===== config.mk =====
export PLATFORM = sky130hd
export DESIGN_NAME = dma_chan_arbiter
export DESIGN_NICKNAME = d
export VERILOG_FILES = /design/src/rtl/dma_arb_pkg.sv /design/src/rtl/dma_arb_req_qual.sv /design/src/rtl/dma_arb_prio_sel.sv /design/src/rtl/dma_arb_yield.sv /design/src/rtl/dma_chan_arbiter.sv
export SDC_FILE = /design/constraint.sdc
export NUM_CORES = 1
export LEC_CHECK = 0
export ABC_AREA = 1
export BUFFER_PORTS_ARGS = -buffer_cell sky130_fd_sc_hd__buf_2
export CAP_MARGIN = 20
export CORE_MARGIN = 2
export CORE_UTILIZATION = 56
export DETAILED_ROUTE_END_ITERATION = 10
export PLACE_DENSITY = 0.86
export SLEW_MARGIN = 20
export SYNTH_ARGS = -nofsm -noshare
export SYNTH_HDL_FRONTEND = slang
export SYNTH_SLANG_ARGS = --single-unit

===== constraint.sdc =====
create_clock -name clk -period 13.69 [get_ports clk]
set_input_delay 1.369 -clock clk [delete_from_list [all_inputs] [get_ports clk]]
set_output_delay 1.369 -clock clk [all_outputs]
set_load 0.02 [all_outputs]

===== src/rtl/dma_arb_pkg.sv =====
package dma_arb_pkg;
  localparam int LVL_W = 2;
  typedef logic [LVL_W-1:0] lvl_t;
endpackage


===== src/rtl/dma_arb_req_qual.sv =====
module dma_arb_req_qual #(
  parameter int NUM_CH = 7
) (
  input  logic [NUM_CH-1:0] chan_req,
  input  logic [NUM_CH-1:0] chan_en,
  input  logic [NUM_CH-1:0] chan_m2m,
  input  logic [NUM_CH-1:0] chan_cnt_nz,
  output logic [NUM_CH-1:0] elig
);
  // a channel competes when enabled, with data left, and triggered
  for (genvar g = 0; g < NUM_CH; g++) begin : g_ch
    assign elig[g] = chan_en[g] & chan_cnt_nz[g] & (chan_req[g] | chan_m2m[g]);
  end
endmodule


===== src/rtl/dma_arb_prio_sel.sv =====
module dma_arb_prio_sel
  import dma_arb_pkg::*;
#(
  parameter int NUM_CH = 7,
  parameter int IDX_W  = (NUM_CH > 1) ? $clog2(NUM_CH) : 1
) (
  input  logic [NUM_CH-1:0]       cand,
  input  logic [NUM_CH*LVL_W-1:0] lvl_flat,
  output logic                    win_vld,
  output logic [IDX_W-1:0]        win_idx,
  output logic [NUM_CH-1:0]       win_oh
);
  lvl_t lvl [NUM_CH];

  for (genvar g = 0; g < NUM_CH; g++) begin : g_unpack
    assign lvl[g] = lvl_flat[g*LVL_W +: LVL_W];
  end

  // Scan from the top index down; ">=" lets a lower index take ties
  always_comb begin
    lvl_t best;
    win_vld = 1'b0;
    win_idx = '0;
    best    = '0;
    for (int i = NUM_CH - 1; i >= 0; i--) begin
      if (cand[i] && (!win_vld || lvl[i] >= best)) begin
        win_vld = 1'b1;
        win_idx = IDX_W'(i);
        best    = lvl[i];
      end
    end
  end

  assign win_oh = win_vld ? (NUM_CH'(1) << win_idx) : '0;
endmodule


===== src/rtl/dma_arb_yield.sv =====
module dma_arb_yield #(
  parameter int NUM_CH = 7,
  parameter int IDX_W  = (NUM_CH > 1) ? $clog2(NUM_CH) : 1
) (
  input  logic              clk,
  input  logic              rst_n,
  input  logic              set_en,
  input  logic [IDX_W-1:0]  set_idx,
  input  logic              clr_en,
  output logic [NUM_CH-1:0] yield_mask
);
  logic [NUM_CH-1:0] mask_q, mask_d;

  always_comb begin
    mask_d = mask_q;
    if (set_en)      mask_d = NUM_CH'(1) << set_idx;
    else if (clr_en) mask_d = '0;
  end

  always_ff @(posedge clk or negedge rst_n) begin
    if (!rst_n) mask_q <= '0;
    else        mask_q <= mask_d;
  end

  assign yield_mask = mask_q;

  p_yield_onehot_r7: assert property (@(posedge clk) disable iff (!rst_n)
    $onehot0(mask_q));
endmodule


===== src/rtl/dma_chan_arbiter.sv =====
module dma_chan_arbiter
  import dma_arb_pkg::*;
#(
  parameter int NUM_CH = 7,
  parameter int IDX_W  = (NUM_CH > 1) ? $clog2(NUM_CH) : 1
) (
  input  logic                    clk,
  input  logic                    rst_n,
  input  logic [NUM_CH-1:0]       chan_req,
  input  logic [NUM_CH-1:0]       chan_en,
  input  logic [NUM_CH-1:0]       chan_m2m,
  input  logic [NUM_CH-1:0]       chan_cnt_nz,
  input  logic [NUM_CH*LVL_W-1:0] chan_lvl,
  input  logic                    xfer_done,
  output logic                    grant_vld,
  output logic [NUM_CH-1:0]       grant_oh,
  output logic [IDX_W-1:0]        grant_idx
);
  logic [NUM_CH-1:0] elig, yield_mask, others, cand, win_oh;
  logic              win_vld, issue, finish, yield_set, yield_clr;
  logic [IDX_W-1:0]  win_idx;

  logic              busy_q, busy_d;
  logic [NUM_CH-1:0] oh_q, oh_d;
  logic [IDX_W-1:0]  idx_q, idx_d;

  dma_arb_req_qual #(.NUM_CH(NUM_CH)) u_qual (
    .chan_req    (chan_req),
    .chan_en     (chan_en),
    .chan_m2m    (chan_m2m),
    .chan_cnt_nz (chan_cnt_nz),
    .elig        (elig)
  );

  // skip the last memory-to-memory winner when someone else waits
  assign others = elig & ~yield_mask;
  assign cand   = (|others) ? others : elig;

  dma_arb_prio_sel #(.NUM_CH(NUM_CH), .IDX_W(IDX_W)) u_sel (
    .cand     (cand),
    .lvl_flat (chan_lvl),
    .win_vld  (win_vld),
    .win_idx  (win_idx),
    .win_oh   (win_oh)
  );

  assign issue     = !busy_q && win_vld;
  assign finish    = busy_q && xfer_done;
  assign yield_set = finish && chan_m2m[idx_q];
  assign yield_clr = issue || (!busy_q && !(|elig));

  dma_arb_yield #(.NUM_CH(NUM_CH), .IDX_W(IDX_W)) u_yield (
    .clk        (clk),
    .rst_n      (rst_n),
    .set_en     (yield_set),
    .set_idx    (idx_q),
    .clr_en     (yield_clr),
    .yield_mask (yield_mask)
  );

  // Grant holder: load on issue, release on done
  always_comb begin
    busy_d = busy_q;
    oh_d   = oh_q;
    idx_d  = idx_q;
    if (issue) begin
      busy_d = 1'b1;
      oh_d   = win_oh;
      idx_d  = win_idx;
    end else if (finish) begin
      busy_d = 1'b0;
      oh_d   = '0;
      idx_d  = '0;
    end
  end

  always_ff @(posedge clk or negedge rst_n) begin
    if (!rst_n) begin
      busy_q <= 1'b0;
      oh_q   <= '0;
      idx_q  <= '0;
    end else begin
      busy_q <= busy_d;
      oh_q   <= oh_d;
      idx_q  <= idx_d;
    end
  end

  assign grant_vld = busy_q;
  assign grant_oh  = oh_q;
  assign grant_idx = idx_q;

  p_onehot_r4: assert property (@(posedge clk) disable iff (!rst_n)
    $onehot0(grant_oh) && (grant_vld == (|grant_oh)));

  p_hold_r5: assert property (@(posedge clk) disable iff (!rst_n)
    (grant_vld && !xfer_done) |=> (grant_vld && $stable(grant_oh)));

  p_gap_r6: assert property (@(posedge clk) disable iff (!rst_n)
    (grant_vld && xfer_done) |=> !grant_vld);

  p_eligible_r1: assert property (@(posedge clk) disable iff (!rst_n)
    $rose(grant_vld) |-> (|($past(elig) & grant_oh)));

  p_yield_r7: assert property (@(posedge clk) disable iff (!rst_n)
    (issue && (|(elig & ~yield_mask))) |-> !(|(win_oh & yield_mask)));

  p_idle_done_r10: assert property (@(posedge clk) disable iff (!rst_n)
    (!grant_vld && !win_vld) |=> !grant_vld);
endmodule


==> results by group, run 1 <==
Status
  – Status: finished clean

Clocking
  – H-tree depth: 1
  – Cts bufs inserted: 3
  – Clock transition at path regs: 90 ps
  – CTS tree: done
  – CTS Sinks: 18
  – Maximum clock insertion buffer count: 2
  – PostCTS Resize Cnt: 0
  – Post-CTS setup buffer count: 0
  – Clk_lat worst skew: approximately 300 ps
  – Cts hold-fix bufs: 0
  – Clock Root Buffer: clkbuf_4

Place
  – Area after DPL: 2150 µm²
  – Post-detail-place hpwl: 3450 µm
  – GP Congestion: ~0.87
  – Post-place setup slack: 5610 ps
  – IO buf count: 55
  – # placed instances: between 300 and 400

GRT
  – Tot GR Track Use: 24.0%
  – Largest net degree at the start of global routing: 19
  – Total grt overflow: 0
  – Number of global-route vias before repair: 1775
  – Antenna violations before repair: 0
  – First-pass GRT wire length: 6760 µm

Timing
  – Headroom to the max-slew limit: 75.3%
  – Clk_skew: 2.64 ps
  – RSZ-0062 raised after global routing: no
  – Fin Setup TNS: 0 ps
  – Endpoints failing setup: 0
  – Final hold violations: 0
  – Final Worst Setup Slack: around 6000 ps
  – Tcrit/Tclk final: 56.9%
  – Tightest Pin Transition: 365 ps
  – Tmin final: 7790 ps
  – Fmax: between 100 and 150 MHz
  – Hold Slack: 490 ps
  – Max Slew Vio Count: 0

Floorplan
  – Die Span X: 61.0 µm
  – Initial Utilization: between 50% and 60%
  – Die Y: 61.0 µm
  – CORE AREA: 3080 µm²
  – I/O pin cnt: 56
  – Row count: 20
  – Die footprint: 3720 µm²

Route
  – WL/cell: about 11 µm
  – WL final: slightly above 4000 µm
  – Drt pass-1 iters: 4
  – Drt initial violations: ~110
  – Via count: 1859
  – DRC Markers: 0
  – Detail Route Antenna Nets: 0
  – Routed vias/inst: 5.01

Pwr
  – PD cells: ~130 nW/µm²
  – Logic pwr share: 59.7%
  – Pwr Total: between 0.2 and 0.3 mW
  – P_int: 0.142 mW
  – LEAKAGE: 1.29 nW
  – Worst VDD drop: 0.0937 mV
  – Sw Ratio: roughly half
  – Clock share of power: 11.6%
  – Power share of the sequential group: 28.7%
  – P_sw: between 0.1 and 0.15 mW

Critical path
  – CP Launch Type: input port
  – Critical path required time: about 14000 ps
  – Top cell by count, worst path: nand2_1
  – CP delay by family, top: simple AND/OR/NAND/NOR gates
  – RR Endpoint: grant_oh[3]
  – Worst r2r path cells: 57
  – Worst setup path start: chan_m2m[0]
  – Critical path buffers and inverters: 9
  – Worst R2R Setup Slack: 6740 ps
  – Kind of critical path: input port to flip-flop
  – Slowest stage delay, CP: about 280 ps
  – Slowest CP cell: ha_1
  – Worst path arrival time: ~8000 ps
  – RR Startpoint: u_yield.yield_mask[4]
  – CP endpoint kind: flip-flop
  – CP endpoint: grant_oh[3]
  – Worst path depth: just under 60
  – CP Max Fanout: 7

Synthesis
  – Synth warn: 0
  – Top_reg_cell synth: dfrtp_1
  – Register bit total from synthesis: 18
  – Sequential area share after synthesis: 24.8%
  – Yosys cell types: 30
  – Number of synthesized flops with an enable pin: 0
  – Syn Inst Count: between 200 and 300
  – Netlist Area Pre-Place: ~1800 µm²
  – Post-Syn Area per Cell: 6.78 µm²
  – Post-Syn Nets: 325
  – Fraction of registers with async set/reset: 100%

Run
  – Max cap viols: 0

Cells and area
  – Area growth syn-to-layout: 20.2%
  – Commonest non-fill, non-tap cell in the layout: nand2_1
  – Fin util: 70.9%
  – Commonest cells after routing, fill and taps aside: nand2_1, buf_2, inv_1
  – Final instance area: 2180 µm²
  – Layout cells sized above 1: between 30% and 40%
  – Nets: 385
  – Ant. Diodes: 0
  – Fin cells: 371

Worst hold path
  – Hold WC Path Type: flip-flop to flip-flop
[tightest hold or removal path, delay by kind of cell, from the launching register on]
family,cells,cell delay [ps]
flip-flops,1,360
AND/OR/NAND/NOR,2,100
[cells in the mapped netlist (2+ instances only)]
library cell   n  area [µm²]
nor2_1         9        33.8
nand2_1       70         263
inv_1         43         161
o21ai_0        7        35.0
nand2_2       19         119
nand2_4        6        67.6
nand4_1        2        12.5
nand3_2        6        60.1
a21oi_1       13        65.1
nand3_1       15        75.1
and2_1         2        12.5
o21a_1         3        22.5
o211ai_1       3        22.5
dfrtp_1       18         450
nand3b_1       2        15.0
o21ai_1        2        10.0
o22ai_1        9        56.3
ha_1          12         150
nor2_2         4        25.0
inv_2         13        48.8
[sequential cells by signal (all words and copies together) (netlist names)]
name	cells
grant_oh	7
u_yield.yield_mask	7
grant_idx	3
grant_vld	1
[how the worst min path moves through the flow]
stage	from	to	slack, ps	cells after the start
5_1_grt	grant_oh[2]	grant_oh[2]	510	2
4_1_cts	grant_oh[1]	grant_oh[1]	490	2
6_report	grant_oh[1]	grant_oh[1]	490	2
2_1_floorplan	u_yield.yield_mask[2]	u_yield.yield_mask[2]	490	2
3_3_place_gp	grant_oh[1]	grant_oh[1]	460	2
3_5_place_dp	grant_oh[3]	grant_oh[3]	470	2
[kinds of logic (layout without fill, tap and decap cells)]
kind of cell	after synthesis	count (layout)	share of synthesized area, %
AO/OA/AOI/OAI	40	40	13.1
adder cells (fa/ha/maj)	12	12	8.26
buffers and inverters	56	115	11.6
AND/OR/NAND/NOR	142	142	42.3
flip-flops	18	18	24.8
[power groups by stage]
stage	sequential [mW]	combinational, mW	clock, mW
after floorplan	0.0924	0.109	0
after global placement	0.0808	0.161	0
after detailed placement	0.0811	0.165	0
after CTS	0.0801	0.166	0.0328
after global routing	0.0821	0.187	0.0356
final	0.0802	0.167	0.0325
[routing by layer]
metal / vias to the layer above / share of wire, % / track usage, %
li1: 971 / - / -
met1: 816 / 44 / 28.4
met2: 63 / 50 / 43.6
met3: 9 / 4.5 / 4.26
met4: 0 / 1.6 / 7.76
met5: - / 0 / 0
[area by class of cell]
cell class                      instances  area [µm²]
Sequential cell                        18         450
Inverter                               56         210
Tap cell                               44        55.1
Clock buffer                            4        36.3
Timing Repair Buffer                   55         275
Fill cell                             285         895
Multi-Input combinational cell        194        1160
Power figures use the tool's default switching activity.
==> run 2, diff against run 1 <==
- CORE_UTILIZATION: 56 -> 47
- PLACE_DENSITY: 0.86 -> 0.77
- clock period: 13.69 -> 6.4 ns (I/O delays scaled with it)
==> results by group, run 2 (synthesis gave the netlist of run 1 again) <==
Timing
  – Tightest Pin Transition: 415 ps (was 365 ps)
  – Clk_skew: 1.15 ps (was 2.64 ps)
  – Headroom to the max-slew limit: 72.1% (was 75.3%)
  – Endpoints failing setup: 10 (was 0)
  – Final hold violations: 0 (unchanged)
  – Final Worst Setup Slack: -716 ps (was 5900 ps)
  – Fmax: 141 MHz
  – RSZ-0062 raised after global routing: yes (was no)
  – Tmin final: roughly 7100 ps
  – Max Slew Vio Count: 0 (unchanged)
  – Tcrit/Tclk final: 111%

Cells and area
  – Fin util: 87.1% (was 70.9%)
  – Commonest non-fill, non-tap cell in the layout: buf_4 (was nand2_1)
  – Commonest cells after routing, fill and taps aside: buf_4, buf_2, nand2_1 (was nand2_1, buf_2, inv_1)
  – Multi-input logic area: 1510 µm² (was 1160 µm²)
  – Fill cells: 197 (was 285)
  – Nets: 467 (was 385)
  – Ant. Diodes: 0 (unchanged)
  – Layout cells sized above 1: 61.9% (was 34.6%)
  – Area growth syn-to-layout: 76.8% (was 20.2%)
  – FF+latch area: 450 µm² (unchanged)
  – Fin cells: 457 (was 371)

Status
  – Failing checks: negative setup slack
  – Status: complete, but fails checks (was finished clean)

Clocking
  – CTS tree: done (unchanged)
  – CTS Sinks: 18 (unchanged)
  – Clock transition at path regs: 60 ps (was 90 ps)
  – Clock Root Buffer: clkbuf_8 (was clkbuf_4)
  – Cts bufs inserted: 3 (unchanged)
  – Clk_lat worst skew: 250 ps (was 300 ps)
  – H-tree depth: 1 (unchanged)
  – Cts hold-fix bufs: 0 (unchanged)
  – Maximum clock insertion buffer count: 2 (unchanged)

Route
  – DRC Markers: 0 (unchanged)
  – WL/cell: 16.5 µm (was 10.9 µm)
  – Detail Route Antenna Nets: 0 (unchanged)
  – Via count: 2507 (was 1859)
  – Drt pass-1 iters: 5 (was 4)
  – WL final: 7540 µm (was 4040 µm)
  – Routed vias/inst: 5.49 (was 5.01)
  – Drt initial violations: 149 (was 109)

Critical path
  – Slowest stage delay, CP: 340 ps (was 280 ps)
  – Slowest CP cell: ha_1 (unchanged)
  – CP Launch Type: input port (unchanged)
  – Worst path arrival time: 7310 ps (was 8030 ps)
  – Kind of critical path: input port to flip-flop (unchanged)
  – CP Max Fanout: 5 (was 7)
  – CP endpoint kind: flip-flop (unchanged)
  – Critical path required time: 6590 ps (was 13930 ps)
  – Top cell by count, worst path: nand2_2 (was nand2_1)

Place
  – GP Congestion: 0.852 (was 0.866)
  – Post-detail-place hpwl: 3860 µm (was 3450 µm)
  – Post-place setup slack: -589 ps (was 5610 ps)
  – # placed instances: 401 (was 367)
  – IO buf count: 55 (unchanged)

Pwr
  – Worst VDD drop: 0.212 mV (was 0.0937 mV)
  – PD cells: 271 nW/µm² (was 128 nW/µm²)
  – LEAKAGE: 1.74 nW (was 1.29 nW)

Floorplan
  – Die Span X: 66.2 µm (was 61.0 µm)
  – Initial Utilization: 49.3% (was 59.0%)
  – Die Y: 66.2 µm (was 61.0 µm)
  – Row count: 22 (was 20)
  – CORE AREA: 3690 µm² (was 3080 µm²)
  – Die footprint: 4380 µm² (was 3720 µm²)
  – I/O pin cnt: 56 (unchanged)

Run
  – Max cap viols: 0 (unchanged)

GRT
  – Tot GR Track Use: 29.0% (was 24.0%)
  – Antenna violations before repair: 0 (unchanged)
  – Largest net degree at the start of global routing: 19 (unchanged)
  – Number of global-route vias before repair: 2427 (was 1775)
  – First-pass GRT wire length: 9890 µm (was 6760 µm)
  – Total grt overflow: 0 (unchanged)

Worst hold path
  – Hold WC Path Type: input port to asynchronous set/reset pin (was flip-flop to flip-flop)
## run 2: routing by layer
layer  part of all wire (%)  global-route usage (%)  wire length [µm]
met4                    6.8                    12.8               515
met2                     53                    57.0              4030
met5                      0                       0                 0
met3                    6.2                    4.26               465
met1                     34                    29.7              2530
## run 2: final timing paths
path                                        from                    end  slack, ps  cells past startpoint
setup / recovery                     chan_m2m[2]            grant_oh[3]       -720                     58
hold / removal                             rst_n            grant_oh[3]        300                      1
setup reg to reg           u_yield.yield_mask[2]            grant_oh[3]       -510                     56
hold reg to reg                      grant_oh[2]            grant_oh[2]        480                      2
max in group asynchronous                  rst_n  u_yield.yield_mask[2]       5820                      1
min in group clk                     grant_oh[2]            grant_oh[2]        480                      2
## run 2: layout make-up
cell class | count | area share (%)
clock buffers | 4 | 1.71
inverters | 56 | 6.62
multi-input cells | 194 | 47.0
flip-flops and latches | 18 | 14.0
well taps | 48 | 1.87
repair buffers | 137 | 28.8
## run 2: worst max-delay path: cells and delay by family
family          cells  cell delay [ps]
buf+inv            10              690
compound gates      8             1160
simple gates       34             3270
fa+ha+maj           6             1540
## run 2: timing repair
action	in CTS	in global routing
setup endpoints to repair	10	10
pin swaps	22	53
hold endpoints to repair	0	0
gates resized for setup	37	46
buffers inserted	46	7
## run 2: where the power goes
group	leakage (nW)	internal, mW	total, mW	switching, mW
clock network	0.0288	0.0547	0.0915	0.0368
registers	0.243	0.146	0.173	0.0267
logic	1.47	0.266	0.605	0.339
## run 2: stage by stage
stage                     setup TNS, ps  hold slack (ps)  area [µm²]  power [mW]
after floorplan                       0              344        1830       0.437
after global placement            -2840              460        2390       0.554
after detailed placement          -5260              467        2390       0.561
after CTS                          -711              313        2940       0.763
after global routing              -9640              338        3210       0.920
final                             -6450              302        3210       0.869
==> run 3, diff against run 2 <==
==> constraint.sdc (replaced) <==
create_clock -name clk -period 6.4 [get_ports clk]
set_input_delay 0.32 -clock clk [delete_from_list [all_inputs] [get_ports clk]]
set_output_delay 0.32 -clock clk [all_outputs]
set_load 0.02 [all_outputs]
==> results by group, run 3 (synthesis gave the netlist of run 1 again) <==
Critical path
  – Worst setup path start: u_yield.yield_mask[1] (was chan_m2m[2])
  – Critical path buffers and inverters: 7 (was 10)
  – Critical path required time: 6600 ps (was 6590 ps)
  – CP delay by family, top: simple AND/OR/NAND/NOR gates (unchanged)
  – CP Launch Type: flip-flop (was input port)
  – Worst r2r path cells: 54 (was 56)
  – Kind of critical path: flip-flop to flip-flop (was input port to flip-flop)
  – Slowest CP cell: dfrtp_1 (was ha_1)
  – RR Endpoint: grant_oh[3] (unchanged)
  – CP Max Fanout: 7 (was 5)
  – Worst R2R Setup Slack: -110 ps (was -510 ps)
  – Worst path depth: 54 (was 58)
  – Worst path arrival time: 6720 ps (was 7310 ps)
  – Slowest stage delay, CP: 360 ps (was 340 ps)
  – RR Startpoint: u_yield.yield_mask[1] (was u_yield.yield_mask[2])
  – CP endpoint: grant_oh[3] (unchanged)
  – CP endpoint kind: flip-flop (unchanged)

Clocking
  – Clock Root Buffer: clkbuf_8 (unchanged)
  – CTS tree: done (unchanged)
  – H-tree depth: 1 (unchanged)
  – Clock transition at path regs: 70 ps (was 60 ps)
  – Cts bufs inserted: 3 (unchanged)
  – Clk_lat worst skew: 260 ps (was 250 ps)
  – Maximum clock insertion buffer count: 2 (unchanged)
  – CTS Sinks: 18 (unchanged)

Pwr
  – Pwr Total: 0.778 mW (was 0.869 mW)
  – LEAKAGE: 1.61 nW (was 1.74 nW)
  – Worst VDD drop: 0.271 mV (was 0.212 mV)
  – PD cells: 269 nW/µm² (was 271 nW/µm²)

Timing
  – Tmin final: 6510 ps (was 7120 ps)
  – Fmax: 153 MHz (was 141 MHz)
  – Final hold violations: 0 (unchanged)
  – Tcrit/Tclk final: 102% (was 111%)
  – Max Slew Vio Count: 0 (unchanged)
  – Final Worst Setup Slack: -115 ps (was -716 ps)
  – Clk_skew: 1.34 ps (was 1.15 ps)
  – Headroom to the max-slew limit: 72.6% (was 72.1%)
  – Endpoints failing setup: 7 (was 10)
  – RSZ-0062 raised after global routing: yes (unchanged)
  – Tightest Pin Transition: 405 ps (was 415 ps)

Worst hold path
  – Hold WC Path Type: input port to flip-flop (was input port to asynchronous set/reset pin)

Cells and area
  – Nets: 444 (was 467)
  – Area growth syn-to-layout: 59.2% (was 76.8%)
  – Fin cells: 434 (was 457)
  – Ant. Diodes: 0 (unchanged)
  – Commonest non-fill, non-tap cell in the layout: nand2_1 (was buf_4)
  – Commonest cells after routing, fill and taps aside: nand2_1, buf_4, buf_2 (was buf_4, buf_2, nand2_1)
  – Layout cells sized above 1: 56.0% (was 61.9%)

Place
  – Post-place setup slack: -414 ps (was -589 ps)
  – IO buf count: 55 (unchanged)
  – # placed instances: 410 (was 401)
  – GP Congestion: 0.864 (was 0.852)
  – Post-detail-place hpwl: 3690 µm (was 3860 µm)

Floorplan
  – CORE AREA: 3690 µm² (unchanged)
  – Die Span X: 66.2 µm (unchanged)
  – Die Y: 66.2 µm (unchanged)
  – Row count: 22 (unchanged)
  – I/O pin cnt: 56 (unchanged)
  – Initial Utilization: 49.3% (unchanged)
  – Die footprint: 4380 µm² (unchanged)

Run
  – Max cap viols: 0 (unchanged)

Route
  – Drt initial violations: 67 (was 149)
  – Detail Route Antenna Nets: 0 (unchanged)
  – DRC Markers: 0 (unchanged)
  – Via count: 2121 (was 2507)
  – Drt pass-1 iters: 4 (was 5)
  – WL final: 5130 µm (was 7540 µm)
  – Routed vias/inst: 4.89 (was 5.49)
  – WL/cell: 11.8 µm (was 16.5 µm)

GRT
  – First-pass GRT wire length: 8140 µm (was 9890 µm)
  – Number of global-route vias before repair: 2019 (was 2427)
  – Total grt overflow: 0 (unchanged)
  – Largest net degree at the start of global routing: 19 (unchanged)
  – Tot GR Track Use: 23.9% (was 29.0%)
  – Antenna violations before repair: 0 (unchanged)

Status
  – Failing checks: negative setup slack (unchanged)
  – Status: complete, but fails checks (unchanged)
[run 3: per-stage QoR]
step	hold WS [ps]	instance area, µm²	utilization, %	TNS [ps]
final	369	2890	78.4	-534
after global placement	269	2440	66.3	-1230
after floorplan	24.4	1820	-	0
after detailed placement	267	2440	66.3	-3490
after global routing	420	2890	78.4	-5480
after CTS	373	2610	70.8	0
[run 3: worst min path at each step]
| stage | slack [ps] | end | depth (start not counted) | start |
|---|---|---|---|---|
| 2_1_floorplan | 20 | grant_idx[0] | 0 | rst_n |
| 3_3_place_gp | 270 | grant_idx[2] | 1 | rst_n |
| 3_5_place_dp | 270 | grant_idx[1] | 1 | rst_n |
| 4_1_cts | 370 | grant_vld | 4 | xfer_done |
| 5_1_grt | 420 | grant_vld | 4 | xfer_done |
| 6_report | 370 | grant_vld | 4 | xfer_done |
[run 3: worst min-delay path, cell delays in order]
cell and delay, ps:
buf_2 70, nand2_1 80, nand2_1 70, nand2_1 50
[run 3: power breakdown]
group	internal [mW]	leakage [nW]	switching (mW)
combinational	0.221	1.34	0.290
sequential	0.146	0.243	0.0266
clock	0.0548	0.0288	0.0397
[run 3: layer usage]
metal | up-vias | GRT usage (%) | part of all wire [%]
met3 | 9 | 2.04 | 4.3
met1 | 960 | 27.9 | 42
met4 | 0 | 6.89 | 1.6
met5 | - | 0 | 0
li1 | 1093 | - | -
met2 | 59 | 45.8 | 52
[run 3: area by class of cell]
class                      count  area (µm²)
sequential                    18         450
multi-input combinational    194        1390
timing repair buffer         114         724
clock buffer                   4        55.1
inverter                      56         213
fill                         284         796
tap                           48        60.1
[run 3: what timing repair did]
item | in CTS | in global routing
hold buffers | 1 | 0
endpoints found under the setup margin | 10 | 10
gates cloned | 0 | 0
setup buffers | 7 | 12
endpoints found under the hold margin | 18 | 0
pin swaps | 8 | 50
gates resized for setup | 14 | 46
